File: src/rtl/banked_irq_ctrl.sv
module banked_irq_ctrl #(
  parameter int ADDR_W = 6
) (
  input  logic              clk,
  input  logic              rst_n,
  input  logic [7:0]        src_local,
  input  logic [31:0]       src_wide_a,
  input  logic [31:0]       src_wide_b,
  input  logic              bus_we,
  input  logic [ADDR_W-1:0] bus_addr,
  input  logic [31:0]       bus_wdata,
  output logic [31:0]       bus_rdata,
  output logic              irq_out,
  output logic              fiq_out
);
  localparam int LOC_N = 8;
  localparam int WIDE_N = 32;
  localparam int SCA_N = 5;
  localparam int SCB_N = 6;
  localparam int TOTAL_N = 2 * WIDE_N + LOC_N;
  localparam int SEL_W = 7;
  localparam int STAT_USED = LOC_N + 2 + SCA_N + SCB_N;
  localparam int SCA_IDX [SCA_N] = '{7, 9, 10, 18, 19};
  localparam int SCB_IDX [SCB_N] = '{21, 22, 23, 24, 25, 30};

  localparam logic [ADDR_W-1:0] A_STAT   = ADDR_W'('h00);
  localparam logic [ADDR_W-1:0] A_PEND_A = ADDR_W'('h04);
  localparam logic [ADDR_W-1:0] A_PEND_B = ADDR_W'('h08);
  localparam logic [ADDR_W-1:0] A_FIQ    = ADDR_W'('h0C);
  localparam logic [ADDR_W-1:0] A_EN_A   = ADDR_W'('h10);
  localparam logic [ADDR_W-1:0] A_EN_B   = ADDR_W'('h14);
  localparam logic [ADDR_W-1:0] A_EN_L   = ADDR_W'('h18);
  localparam logic [ADDR_W-1:0] A_DIS_A  = ADDR_W'('h1C);
  localparam logic [ADDR_W-1:0] A_DIS_B  = ADDR_W'('h20);
  localparam logic [ADDR_W-1:0] A_DIS_L  = ADDR_W'('h24);

  logic [LOC_N-1:0]  loc_q, mask_l;
  logic [WIDE_N-1:0] wa_q, wb_q, mask_a, mask_b;
  logic [7:0]        fiq_ctl;

  logic [LOC_N-1:0]  pend_l;
  logic [WIDE_N-1:0] pend_a, pend_b, sc_mask_a, sc_mask_b;
  logic [SCA_N-1:0]  sc_a;
  logic [SCB_N-1:0]  sc_b;
  logic              sum_a, sum_b;
  logic [31:0]       stat;
  logic [127:0]      fiq_pool;

  wire wr_en_l  = bus_we && bus_addr == A_EN_L;
  wire wr_en_a  = bus_we && bus_addr == A_EN_A;
  wire wr_en_b  = bus_we && bus_addr == A_EN_B;
  wire wr_dis_l = bus_we && bus_addr == A_DIS_L;
  wire wr_dis_a = bus_we && bus_addr == A_DIS_A;
  wire wr_dis_b = bus_we && bus_addr == A_DIS_B;
  wire wr_fiq   = bus_we && bus_addr == A_FIQ;

  always_ff @(posedge clk or negedge rst_n) begin
    if (!rst_n) begin
      loc_q <= '0;
      wa_q  <= '0;
      wb_q  <= '0;
    end else begin
      loc_q <= src_local;
      wa_q  <= src_wide_a;
      wb_q  <= src_wide_b;
    end
  end

  always_ff @(posedge clk or negedge rst_n) begin
    if (!rst_n) begin
      mask_l  <= '0;
      mask_a  <= '0;
      mask_b  <= '0;
      fiq_ctl <= '0;
    end else begin
      if (wr_en_l)  mask_l <= mask_l | bus_wdata[LOC_N-1:0];
      if (wr_dis_l) mask_l <= mask_l & ~bus_wdata[LOC_N-1:0];
      if (wr_en_a)  mask_a <= mask_a | bus_wdata;
      if (wr_dis_a) mask_a <= mask_a & ~bus_wdata;
      if (wr_en_b)  mask_b <= mask_b | bus_wdata;
      if (wr_dis_b) mask_b <= mask_b & ~bus_wdata;
      if (wr_fiq)   fiq_ctl <= bus_wdata[7:0];
    end
  end

  assign pend_l = loc_q & mask_l;
  assign pend_a = wa_q & mask_a;
  assign pend_b = wb_q & mask_b;

  always_comb begin
    sc_mask_a = '0;
    sc_mask_b = '0;
    for (int i = 0; i < SCA_N; i++) begin
      sc_a[i] = pend_a[SCA_IDX[i]];
      sc_mask_a[SCA_IDX[i]] = 1'b1;
    end
    for (int j = 0; j < SCB_N; j++) begin
      sc_b[j] = pend_b[SCB_IDX[j]];
      sc_mask_b[SCB_IDX[j]] = 1'b1;
    end
  end

  assign sum_a = |(pend_a & ~sc_mask_a);
  assign sum_b = |(pend_b & ~sc_mask_b);
  assign stat  = {{(32-STAT_USED){1'b0}}, sc_b, sc_a, sum_b, sum_a, pend_l};
  assign irq_out = |stat[STAT_USED-1:0];

  assign fiq_pool = {{(128-TOTAL_N){1'b0}}, loc_q, wb_q, wa_q};
  assign fiq_out  = fiq_ctl[7] && fiq_pool[fiq_ctl[SEL_W-1:0]];

  always_comb begin
    case (bus_addr)
      A_STAT:           bus_rdata = stat;
      A_PEND_A:         bus_rdata = pend_a;
      A_PEND_B:         bus_rdata = pend_b;
      A_FIQ:            bus_rdata = {24'b0, fiq_ctl};
      A_EN_A, A_DIS_A:  bus_rdata = mask_a;
      A_EN_B, A_DIS_B:  bus_rdata = mask_b;
      A_EN_L, A_DIS_L:  bus_rdata = {{(32-LOC_N){1'b0}}, mask_l};
      default:          bus_rdata = '0;
    endcase
  end

  assert_en_set_R2: assert property (@(posedge clk) disable iff (!rst_n)
    wr_en_a |=> ((mask_a & $past(bus_wdata)) == $past(bus_wdata)));
  assert_dis_clr_R2: assert property (@(posedge clk) disable iff (!rst_n)
    wr_dis_a |=> ((mask_a & $past(bus_wdata)) == '0));
  assert_summary_excl_R4: assert property (@(posedge clk) disable iff (!rst_n)
    ((pend_a & ~sc_mask_a) == '0) |-> !stat[LOC_N]);
  assert_sc_home_mask_R6: assert property (@(posedge clk) disable iff (!rst_n)
    !mask_a[7] |-> !stat[LOC_N+2]);
  assert_quiet_irq_R7: assert property (@(posedge clk) disable iff (!rst_n)
    (src_local == '0 && src_wide_a == '0 && src_wide_b == '0) |=> !irq_out);
  assert_fiq_gate_R8: assert property (@(posedge clk) disable iff (!rst_n)
    !fiq_ctl[7] |-> !fiq_out);
  assert_fiq_direct_R9: assert property (@(posedge clk) disable iff (!rst_n)
    (fiq_ctl == 8'h80 && !wr_fiq && src_wide_a[0]) |=> fiq_out);
endmodule

File: config.mk
export PLATFORM = sky130hd
export DESIGN_NAME = banked_irq_ctrl
export DESIGN_NICKNAME = d
export VERILOG_FILES = /design/src/rtl/banked_irq_ctrl.sv
export SDC_FILE = /design/constraint.sdc
export NUM_CORES = 1
export LEC_CHECK = 0
export ABC_AREA = 1
export BUFFER_PORTS_ARGS = -buffer_cell sky130_fd_sc_hd__buf_2
export CORE_AREA = 2 2 125 127
export CTS_CLUSTER_DIAMETER = 80
export DETAILED_ROUTE_END_ITERATION = 16
export DIE_AREA = 0 0 127 129
export PLACE_DENSITY = 0.72
export SYNTH_ARGS = -nofsm -noshare
export SYNTH_HDL_FRONTEND = slang
export SYNTH_SLANG_ARGS = --single-unit
export TNS_END_PERCENT = 20
File: constraint.sdc
create_clock -name clk -period 2.05 [get_ports clk]
set_input_delay 0.1025 -clock clk [delete_from_list [all_inputs] [get_ports clk]]
set_output_delay 0.1025 -clock clk [all_outputs]
set_load 0.01 [all_outputs]
**Word-level counts from Yosys, hierarchy flattened**

Index checks and enable logic that the tools add are counted.

- Input port bits: 113
- Latch bits: 0
- Memories kept: 0
- Bits in read-only memories: 0
- Flip-flop bits (word level): 152
- RAM bits: 0
- Logic and storage cells: 55
- Output and inout port bits: 34

- Bitwise logic cells: 11
- Order comparisons: 1
- Shifts and indexed selects: 0
- Equality and inequality tests: 9
- Reduce and logical (&&, ||, !) cells: 18
- Multiplexer cells: 9
- $mul: 0
- Div/mod/pow operators: 0
- Add/subtract/negate cells: 0

Operator list:

| operator | number |
|---|---|
| 32-bit one-hot mux with 7 select lines | 1 |
| 32-bit bitwise AND | 4 |
| 32-bit 2-to-1 mux | 4 |
| 72-bit OR reduction | 1 |
| 32-bit bitwise OR | 2 |
| 32-bit NOT | 1 |
| 27-bit OR reduction | 1 |
| 26-bit OR reduction | 1 |
| 6-bit by 5-bit == test with 1-bit output (second input constant) | 4 |
| 8-bit bitwise AND | 2 |
| 8-bit 2-to-1 mux | 2 |
| 6-bit by 4-bit == test with 1-bit output (second input constant) | 2 |
| 6-bit == test (second input constant) | 2 |
| 1-bit logical AND | 8 |
| 7-bit by 8-bit less-than comparator with 1-bit output (second input constant) | 1 |
| 8-bit NOT | 1 |
| 8-bit bitwise OR | 1 |
| 1-bit binary-select mux with 7-bit select | 1 |
| 6-bit by 3-bit == test with 1-bit output (second input constant) | 1 |
| 6-bit logical NOT | 1 |
| 2-bit nonzero test | 3 |
| 2-bit OR reduction | 3 |
| 1-bit 2-to-1 mux | 1 |

**Logic depth before layout (Yosys ltp)**

Gate-level depths: netlist of the first run.

- Depth after elaboration: 4
- Mapped depth: 13
- Mapped depth without buffers: 11

**Worst setup path before layout of the first run**

OpenSTA, ideal clock, no wires.

- Path kind: register to output
- From: register fiq_ctl[0]
- To: output fiq_out
- Path slack: 0.531 ns
- Arrival time: 1.417 ns
- Path buffers: 2
- Data required time: 1.947 ns
- Cell stages (with the launch flop): 14
- Cells stage by stage: dfrtp_1 > buf_4 > inv_2 > buf_2 > nand2_1 > nand2_1 > nand2_1 > nand3_1 > nand3_1 > nand3_1 > nand3_1 > nand2_1 > nand2_1 > a21oi_1

- Cells in the longest elaborated chain, start to end: 3

Ends and longest elaborated chain:

| item | RTL line | RTL |
|---|---|---|
| start, declared | 39 | `logic [7:0] fiq_ctl;` |
| start signal, assigned | 82 | `if (wr_fiq) fiq_ctl <= bus_wdata[7:0];` |
| 1-bit binary-select mux with 7-bit select | 109 | `assign fiq_out = fiq_ctl[7] && fiq_pool[fiq_ctl[SEL_W-1:0]];` |
| 1-bit 2-to-1 mux (not written as such) | 109 |  |
| 1-bit logical AND | 109 |  |
| end, declared | 14 | `output logic fiq_out` |

No other way between the ends. The select of a mux whose other input is x is not followed.

**Final worst setup path of the first run**

Same ends and word-level chain as after synthesis.

==> impl_metrics.csv, run 1 <==
group,metric,value,unit
status,outcome,"complete, but fails checks",
status,violations,"negative setup slack",
min_path,min_from,"bus_we",
synth,yosysMostFrequentCell,"nand2_1",
route,wl_per_cell,18.2,µm
power_and_ir_drop,p_int,6.07,mW
synth,syn_nets,1027,
clock_network,clockBufferDepth,2,
timing,fin_crit_sh,109,%
global_route,grt_pass1_wl,39100,µm
power_and_ir_drop,p_sw,2.61,mW
min_path,min_path_type,"in -> reg",
route,initialDrtViolationCount,851,
worst_setup_path,reg2reg_slack,0.92,ns
synth,synth_edf_count,0,
finish,fin_cells,1386,
clock_network,clk-insertion-delay-late,0.43,ns
timing,maxSlewHeadroom,66.4,%
worst_setup_path,crit_path_end_kind,"primary output",
job,timing.max_cap.violations,0,
clock_network,numClockSinks,152,
power_and_ir_drop,vdd_ir_drop_max,0.714,mV
synth,yosysTopAreaCell,"dfrtp_1",
power_and_ir_drop,swShare,30.0,%
timing,setup_viol,2,
placement,hpwl,16100,µm
worst_setup_path,critical_path_class,"reg -> out",
power_and_ir_drop,leakagePower,4.96,nW
route,drtAntennaViolNets,0,
synth,synth_area,7330,µm²
power_and_ir_drop,sequentialPowerShare,43.7,%
min_path,hold-path-cell-count,3,
power_and_ir_drop,power_frac_comb,19.0,%
synth,synth-compound-area-share,13.2,%
global_route,track_usage,31.3,%
synth,ys_types,37,
timing,skew,0,ns
global_route,antenna_found_initial,0,
clock_network,htreeDepth,4,
floorplan,die_y,129,µm
global_route,grt_pass1_vias,7534,
synth,synthTopCellsByCount,"nand2_1, dfrtp_1, nand3_1, o21ai_0, o21ai_1",
timing,max_freq,449,MHz
synth,netlist_top_cells_area,"dfrtp_1, nand2_1, nand3_1, o21ai_0, o21ai_1",
floorplan,pin_count,147,
clock_network,cts_made_buffers,17,
synth,synth_fa_ha_area_share,0,%
synth,synth-main-ff-cell,"dfrtp_1",
synth,synth_seq_area_share,51.9,%
route,drc,0,
global_route,grt_max_degree,51,
clock_network,cts_root_buffer,"clkbuf_16",
synth,synthSimpleGateAreaFrac,28.7,%
worst_setup_path,critPathLaunchType,"flop",
timing,setup_tns,-0.200,ns
placement,dp_cells,1240,
floorplan,die-width,127,µm
placement,place_ws,0.284,ns
synth,synthArstFlopShare,100,%
worst_setup_path,cp_data_required_time,1.95,ns
synth,syn_inst,914,
global_route,grt_overflow,0,
timing,rsz0062_at_grt,"yes",
floorplan,rows,45,
placement,io_buffers,146,
floorplan,die_area,16400,µm²
clock_network,clk_pin_slew,0.07,ns
finish,n_antenna_cell,0,
synth,ys_warn_count,0,
placement,placed_area,8350,µm²
synth,synth-xor-area-share,0,%
synth,postSynthAreaPerCell,8.02,µm²
timing,worstMarginPinSlew,0.502,ns
min_path,hold_path_end,"fiq_ctl[5]$_DFFE_PN0P_",
placement,gp_congestion,0.932,
floorplan,initial_core_util,48.9,%
worst_setup_path,worst_r2r_startpoint,"fiq_ctl[0]$_DFFE_PN0P_",
timing,drv_slew,0,
synth,synth_top_family_by_area,"simple AND/OR/NAND/NOR gates",
finish,syn2layout_area_growth,40.5,%
finish,design_area,10300,µm²
power_and_ir_drop,p_clk_share,37.3,%
synth,ys_ff_latch,152,
finish,drive_gt1_share,23.8,%
synth,synth.top_cell.area_share,51.9,%
synth,synthMuxAreaShare,0,%
power_and_ir_drop,power_density,843,nW/µm²
timing,period_minus_slack,2.23,ns
power_and_ir_drop,total_power,8.68,mW
timing,final_hold_viol_count,0,
timing,worst_slack,-0.177,ns
worst_setup_path,r2r_end,"fiq_ctl[0]$_DFFE_PN0P_",
clock_network,cts_tree,"built",
finish,nets,1298,
route,num_vias,7735,
worst_setup_path,r2r_cells,4,
route,wirelength,25200,µm
worst_setup_path,path_max_fanout,8,
floorplan,core-area,15000,µm²
route,dr.pass1.iters,7,
worst_setup_path,worstPathArrival,2.12,ns
route,avgViaCountPerCell,5.58,
## routing by layer
metal / up-vias / track usage, % / part of all wire (%)
met4: 0 / 11.9 / 3.3
li1: 3585 / - / -
met1: 3618 / 40.5 / 40
met3: 67 / 7.69 / 8.9
met2: 465 / 51.4 / 48
met5: - / 0 / 0
## metrics by stage
step	hold WS, ns	util [%]
after floorplan	-0.193	-
after global placement	0.0744	55.7
after detailed placement	0.0728	55.7
after CTS	0.155	67.2
after global routing	0.191	68.7
final	0.173	68.7
## critical path, stage by stage (launching register included)
cell and delay, ns:
dfrtp_2 0.45, clkinv_4 0.15, clkbuf_16 0.19, buf_4 0.13, o21ai_0 0.16, o22ai_1 0.13
o2111ai_1 0.24, a21oi_2 0.09, buf_2 0.15
## layout make-up
type / instances / area (µm²)
Inverter: 54 / 208
Tap cell: 188 / 235
Fill cell: 1160 / 4680
Multi-Input combinational cell: 669 / 3250
Sequential cell: 152 / 3800
Clock buffer: 19 / 433
Timing Repair Buffer: 291 / 2200
Clock inverter: 13 / 169
## cell usage in the layout, fill, tap and decap left out, types with 8 or more instances in the layout
cell	count
a21oi_1	23
a31oi_1	10
buf_2	145
buf_4	28
clkbuf_16	19
dfrtp_1	151
dlygate4sd3_1	105
inv_1	44
inv_2	8
nand2_1	339
nand2_2	14
nand3_1	42
nand3_2	23
nand4_1	21
nor2_1	37
o21ai_0	50
o21ai_1	49
o22ai_1	21
## repair_timing
action | CTS | global route
pin swaps | 1 | 14
hold buffers | 105 | 0
setup buffers | 1 | 4
resized for setup | 13 | 33
gates cloned | 1 | 3
endpoints found under the hold margin | 194 | 0
endpoints found under the setup margin | 3 | 4
## power by group through the flow
stage	Sequential, mW	Combinational [mW]	Clock (mW)
2_1_floorplan	3.69	0.830	0
3_3_place_gp	3.81	1.28	0
3_5_place_dp	3.81	1.30	0
4_1_cts	3.77	1.51	3.26
5_1_grt	3.83	1.83	3.41
6_report	3.79	1.65	3.24
## worst max path at each step
stage                     cells past startpoint  endpoint  slack [ns]                    from
after floorplan                              13   fiq_out        0.53  fiq_ctl[0]$_DFFE_PN0P_
after global placement                       13   fiq_out        0.28  fiq_ctl[0]$_DFFE_PN0P_
after detailed placement                     10      flop        0.28             bus_addr[1]
after CTS                                    13   fiq_out       -0.13  fiq_ctl[0]$_DFFE_PN0P_
after global routing                         13   fiq_out       -0.28  fiq_ctl[0]$_DFFE_PN0P_
final                                         8   fiq_out       -0.18  fiq_ctl[0]$_DFFE_PN0P_
## cell families after synthesis
logic type             after synthesis
AOI/OAI and AO/OA                  172
buffers and inverters               93
DFF                                152
and+or+nand+nor                    497
Note: power is estimated with default switching activity, not from simulation.
==> inputs of run 2 (changes only) <==
--- a/config.mk
+++ b/config.mk
@@ -12,6 +12,7 @@
 export DETAILED_ROUTE_END_ITERATION = 16
 export DIE_AREA = 0 0 127 129
 export PLACE_DENSITY = 0.72
+export RECOVER_POWER = 100
 export SYNTH_ARGS = -nofsm -noshare
 export SYNTH_HDL_FRONTEND = slang
 export SYNTH_SLANG_ARGS = --single-unit
==> run 2 against run 1 <==
Net effect:
- the flow still finishes with violations (negative setup slack)
- sequential cell count did not move
- non-clock buffer count did not move
- clock power barely moved
- via count fell by 0.28%
- final area fell by 0.90%
- die area did not move
- setup slack improved by 0.015 ns
- count of clock-buffer cells in the layout did not move
- register-to-register slack barely moved
- utilization fell by 0.62 points
- combinational power barely moved
- largest cell class unchanged
==> impl_metrics.csv, run 2 (synthesized netlist as in run 1, its figures left out) <==
group,metric,value,unit
timing,worstMarginPinSlew,1.22,ns
clock_network,numClockSinks,152,
floorplan,die_y,129,µm
route,wl_met1,10000,µm
floorplan,rows,45,
clock_network,cts_made_buffers,17,
route,avgViaCountPerCell,5.56,
timing,worst_slack,-0.163,ns
worst_setup_path,critPathLaunch,"fiq_ctl[0]$_DFFE_PN0P_",
timing,final_hold_viol_count,0,
worst_setup_path,worst_r2r_startpoint,"fiq_ctl[0]$_DFFE_PN0P_",
floorplan,initial_core_util,48.9,%
clock_network,clk-insertion-delay-late,0.43,ns
min_path,min_path_type,"in -> reg",
finish,finish.utilization,68.1,%
route,dr.pass1.iters,6,
worst_setup_path,critPathLaunchType,"flop",
global_route,grt_pass1_wl,39100,µm
timing,drv_slew,0,
global_route,grt_overflow,0,
clock_network,cts_root_buffer,"clkbuf_16",
floorplan,pin_count,147,
finish,nets,1298,
worst_setup_path,path_max_fanout,8,
route,wl_met3,2270,µm
timing,maxSlewHeadroom,18.6,%
worst_setup_path,cp_data_required_time,1.95,ns
power_and_ir_drop,power_density,848,nW/µm²
finish,final_common_cell,"nand2_1",
status,outcome,"complete, but fails checks",
worst_setup_path,critical_path_class,"reg -> out",
route,wl_met2,12000,µm
finish,drive_gt1_share,22.5,%
clock_network,clockBufferDepth,2,
finish,fin_cells,1386,
placement,io_buffers,146,
job,timing.max_cap.violations,0,
worst_setup_path,worstPathArrival,2.11,ns
route,wl_per_cell,18.2,µm
worst_setup_path,crit_path_end_kind,"primary output",
floorplan,die-width,127,µm
finish,multi_input_area,3210,µm²
route,highest-signal-layer,"met4",
finish,seqCellArea,3800,µm²
route,initialDrtViolationCount,932,
global_route,track_usage,31.3,%
timing,fin_crit_sh,108,%
global_route,antenna_found_initial,0,
finish,syn2layout_area_growth,39.2,%
clock_network,htreeDepth,4,
clock_network,cts_tree,"built",
floorplan,core-area,15000,µm²
clock_network,clk_pin_slew,0.07,ns
placement,gp_congestion,0.932,
global_route,grt_max_degree,51,
min_path,min_from,"bus_addr[4]",
placement,hpwl,16100,µm
power_and_ir_drop,leakagePower,4.91,nW
floorplan,die_area,16400,µm²
timing,max_freq,452,MHz
power_and_ir_drop,vdd_ir_drop_max,0.706,mV
placement,dp_cells,1240,
route,wirelength,25200,µm
finish,n_antenna_cell,0,
timing,period_minus_slack,2.21,ns
status,violations,"negative setup slack",
timing,rsz0062_at_grt,"yes",
route,num_vias,7713,
route,drtAntennaViolNets,0,
global_route,grt_pass1_vias,7534,
finish,fillers,1176,
route,drc,0,
timing,skew,0,ns
finish,mostFrequentLayoutCells,"nand2_1, dfrtp_1, buf_2",
timing,setup_viol,9,
-- run 2: final timing paths --
check | end | slack [ns] | depth (start not counted)
min reg2reg | flop | 0.51 | 2
min | flop | 0.29 | 6
max in group asynchronous | fiq_ctl[0]$_DFFE_PN0P_ | 0.13 | 3
max | fiq_out | -0.16 | 13
max reg2reg | fiq_ctl[0]$_DFFE_PN0P_ | 0.92 | 4
min in group asynchronous | asynchronous set/reset pin | 0.46 | 2
-- run 2: worst max-delay path, cell delays in order (launching register included) --
cell and delay, ns:
dfrtp_2 0.47, clkinv_4 0.14, clkbuf_16 0.16, nand2_1 0.05, nand3_1 0.06, nand3_1 0.09
nand2_1 0.09, nand2_1 0.05, nand3_1 0.07, nand3_1 0.07, nand2_1 0.07, nand2_1 0.07
a21oi_2 0.15, buf_2 0.15
-- run 2: timing repair --
item | in CTS | in global routing
setup buffers | 1 | 4
hold buffers | 105 | 0
endpoints found under the hold margin | 194 | 0
endpoints found under the setup margin | 3 | 4
pin swaps | 1 | 14
resized for setup | 13 | 33
cloned | 1 | 3
-- run 2: per-layer routing --
layer	track usage, %	vias up
li1	-	3581
met1	40.5	3583
met2	51.4	466
met3	7.69	83
met4	11.9	0
met5	0	-
-- run 2: report_power, final --
group          total (mW)  switching (mW)  internal, mW  leakage [nW]
clock                3.23            1.31          1.92         0.281
combinational        1.63           0.902         0.726          2.79
sequential           3.79           0.385          3.41          1.84
-- run 2: stage by stage --
| stage | TNS, ns | power, mW | hold slack (ns) | setup WS (ns) | instance area, µm² |
|---|---|---|---|---|---|
| 6_report | -0.471 | 8.65 | 0.288 | -0.163 | 10200 |
| 5_1_grt | -10.99 | 9.05 | 0.298 | -0.280 | 10200 |
| 4_1_cts | -0.127 | 8.53 | 0.155 | -0.127 | 10100 |
| 3_5_place_dp | 0 | 5.12 | 0.0728 | 0.284 | 8350 |
| 3_3_place_gp | 0 | 5.09 | 0.0744 | 0.276 | 8350 |
| 2_1_floorplan | 0 | 4.52 | -0.193 | 0.531 | 7330 |
-- run 2: layout make-up --
type	count	area share, %
sequential	152	37.3
tap	188	2.31
inverter	54	2.04
clock inverter	13	1.66
multi-input combinational	669	31.5
timing repair buffer	291	21.0
clock buffer	19	4.24
==> inputs of run 3 (changes only) <==
--- a/config.mk
+++ b/config.mk
@@ -13,6 +13,7 @@
 export DIE_AREA = 0 0 127 129
 export PLACE_DENSITY = 0.72
 export RECOVER_POWER = 100
+export SKIP_CTS_REPAIR_TIMING = 1
 export SYNTH_ARGS = -nofsm -noshare
 export SYNTH_HDL_FRONTEND = slang
 export SYNTH_SLANG_ARGS = --single-unit
==> run 3 against run 2 <==
Net effect:
- the run ends with negative hold slack, negative setup slack left
- critical path depth is 7 lower
- die area is the same
- final area decreased by 3.0%
- sequential cell count did not move
- critical path type unchanged
- utilization fell by 2.0 points
==> impl_metrics.csv, run 3 (synthesized netlist as in run 1, its figures left out) <==
group,metric,value,unit
power_and_ir_drop,p_sw,2.52,mW
power_and_ir_drop,p_int,5.98,mW
route,drc,0,
finish,nets,1285,
floorplan,core-area,15000,µm²
power_and_ir_drop,leakagePower,4.78,nW
finish,drive_gt1_share,19.5,%
finish,final_common_cell,"nand2_1",
global_route,antenna_found_initial,0,
route,initialDrtViolationCount,950,
clock_network,cts_made_buffers,17,
power_and_ir_drop,power_frac_comb,17.4,%
floorplan,initial_core_util,48.9,%
route,avgViaCountPerCell,5.55,
placement,io_buffers,146,
clock_network,clk-insertion-delay-late,0.43,ns
power_and_ir_drop,vdd_ir_drop_max,0.744,mV
global_route,grt_pass1_wl,36100,µm
finish,fillers,1215,
timing,setup_tns,-0.671,ns
placement,hpwl,16100,µm
finish,mostFrequentLayoutCells,"nand2_1, dfrtp_1, buf_2",
worst_setup_path,critPathLaunchType,"flop",
status,violations,"negative hold slack, negative setup slack",
route,drtAntennaViolNets,0,
timing,maxSlewHeadroom,19.0,%
global_route,track_usage,29.0,%
timing,period_minus_slack,2.21,ns
route,wirelength,24600,µm
floorplan,pin_count,147,
clock_network,clk_pin_slew,0.06,ns
worst_setup_path,critical_path_class,"reg -> out",
worst_setup_path,path_max_fanout,2,
worst_setup_path,cp_data_required_time,1.95,ns
floorplan,die_y,129,µm
timing,worstMarginPinSlew,1.21,ns
global_route,grt_pass1_vias,6764,
finish,design_area,9900,µm²
timing,max_freq,453,MHz
timing,setup_viol,9,
job,timing.max_cap.violations,0,
min_path,min_path_type,"in -> reg",
worst_setup_path,critPathTopFamily,"simple AND/OR/NAND/NOR gates",
worst_setup_path,path_common_cell,"nand4_1",
worst_setup_path,crit_path_end_kind,"primary output",
worst_setup_path,path_buf_inv,1,
route,dr.pass1.iters,5,
timing,worst_slack,-0.159,ns
timing,final_hold_viol_count,4,
floorplan,die-width,127,µm
worst_setup_path,worstPathArrival,2.11,ns
floorplan,rows,45,
worst_setup_path,max_stage_delay,0.41,ns
global_route,grt_overflow,0,
clock_network,numClockSinks,152,
finish,syn2layout_area_growth,35.0,%
worst_setup_path,crit_chain,"nand2_1 -> nand4_1 -> nand3b_1 -> nor3_1 -> nand4_1 -> buf_2",
finish,n_antenna_cell,0,
floorplan,die_area,16400,µm²
power_and_ir_drop,p_clk_share,38.1,%
timing,rsz0062_at_grt,"yes",
power_and_ir_drop,total_power,8.49,mW
global_route,grt_max_degree,51,
status,outcome,"complete, but fails checks",
timing,fin_crit_sh,108,%
placement,placed_area,8350,µm²
timing,skew,0,ns
clock_network,clockBufferDepth,2,
timing,hold_slack,-0.0294,ns
timing,drv_slew,0,
power_and_ir_drop,sequentialPowerShare,44.5,%
clock_network,cts_root_buffer,"clkbuf_16",
power_and_ir_drop,swShare,29.6,%
clock_network,htreeDepth,4,
power_and_ir_drop,power_density,858,nW/µm²
route,num_vias,7614,
placement,gp_congestion,0.932,
worst_setup_path,slowest_stage,"dfrtp_1",
route,wl_per_cell,17.9,µm
clock_network,cts_tree,"built",
run 3: changes by cell type in the layout (fill, tap and decap cells not counted), moves of 3 or more:
cell,previous run,this run
buf_4,22,19
buf_6,4,1
nand3_2,23,1
nand2_2,13,10
nor4_2,3,0
nor4_1,0,3
buf_2,137,140
nand3_1,42,64
dlygate4sd3_1,105,101
nand2_1,340,343
run 3: layout make-up:
type	count	area (µm²)	share of cell area (%)
Clock buffer	19	433	4.37
Clock inverter	13	169	1.71
Inverter	54	208	2.10
Multi-Input combinational cell	669	3060	30.9
Sequential cell	152	3800	38.4
Tap cell	188	235	2.38
Timing Repair Buffer	278	1990	20.1
run 3: through the flow:
stage	util (%)	worst slack (ns)	std cells
after floorplan	-	0.531	914
after global placement	55.7	0.276	1240
after detailed placement	55.7	0.284	1240
after CTS	59.7	-0.180	1272
after global routing	66.1	-0.298	1373
final	66.1	-0.159	1373
run 3: layer usage:
metal	vias to the layer above	GRT usage, %	wire length, µm
li1	3557	-	-
met1	3532	40.0	10100
met2	443	45.0	11600
met3	82	7.28	2020
met4	0	10.3	878
met5	-	0	0
run 3: worst paths after layout:
path                                        start                endpoint  slack, ns  cells after the start
max                            wb_q[26]$_DFF_PN0_                 irq_out      -0.16                      6
min reg2reg                                  flop                    flop       0.51                      2
min in group asynchronous                   rst_n      wa_q[17]$_DFF_PN0_       0.46                      2
min                                 bus_wdata[31]                    flop      -0.03                      3
max in group asynchronous                   rst_n  fiq_ctl[0]$_DFFE_PN0P_       0.29                      3
max reg2reg                fiq_ctl[2]$_DFFE_PN0P_  fiq_ctl[2]$_DFFE_PN0P_       1.07                      2
run 3: tightest hold or removal path: stages:
cell     delay, ns
buf_2         0.11
nand2_1       0.08
o21ai_0       0.07
run 3: power groups by stage:
stage	clock, mW	sequential [mW]	combinational (mW)
2_1_floorplan	0	3.69	0.830
3_3_place_gp	0	3.81	1.28
3_5_place_dp	0	3.81	1.30
4_1_cts	3.26	3.76	1.31
5_1_grt	3.41	3.83	1.66
6_report	3.24	3.78	1.47
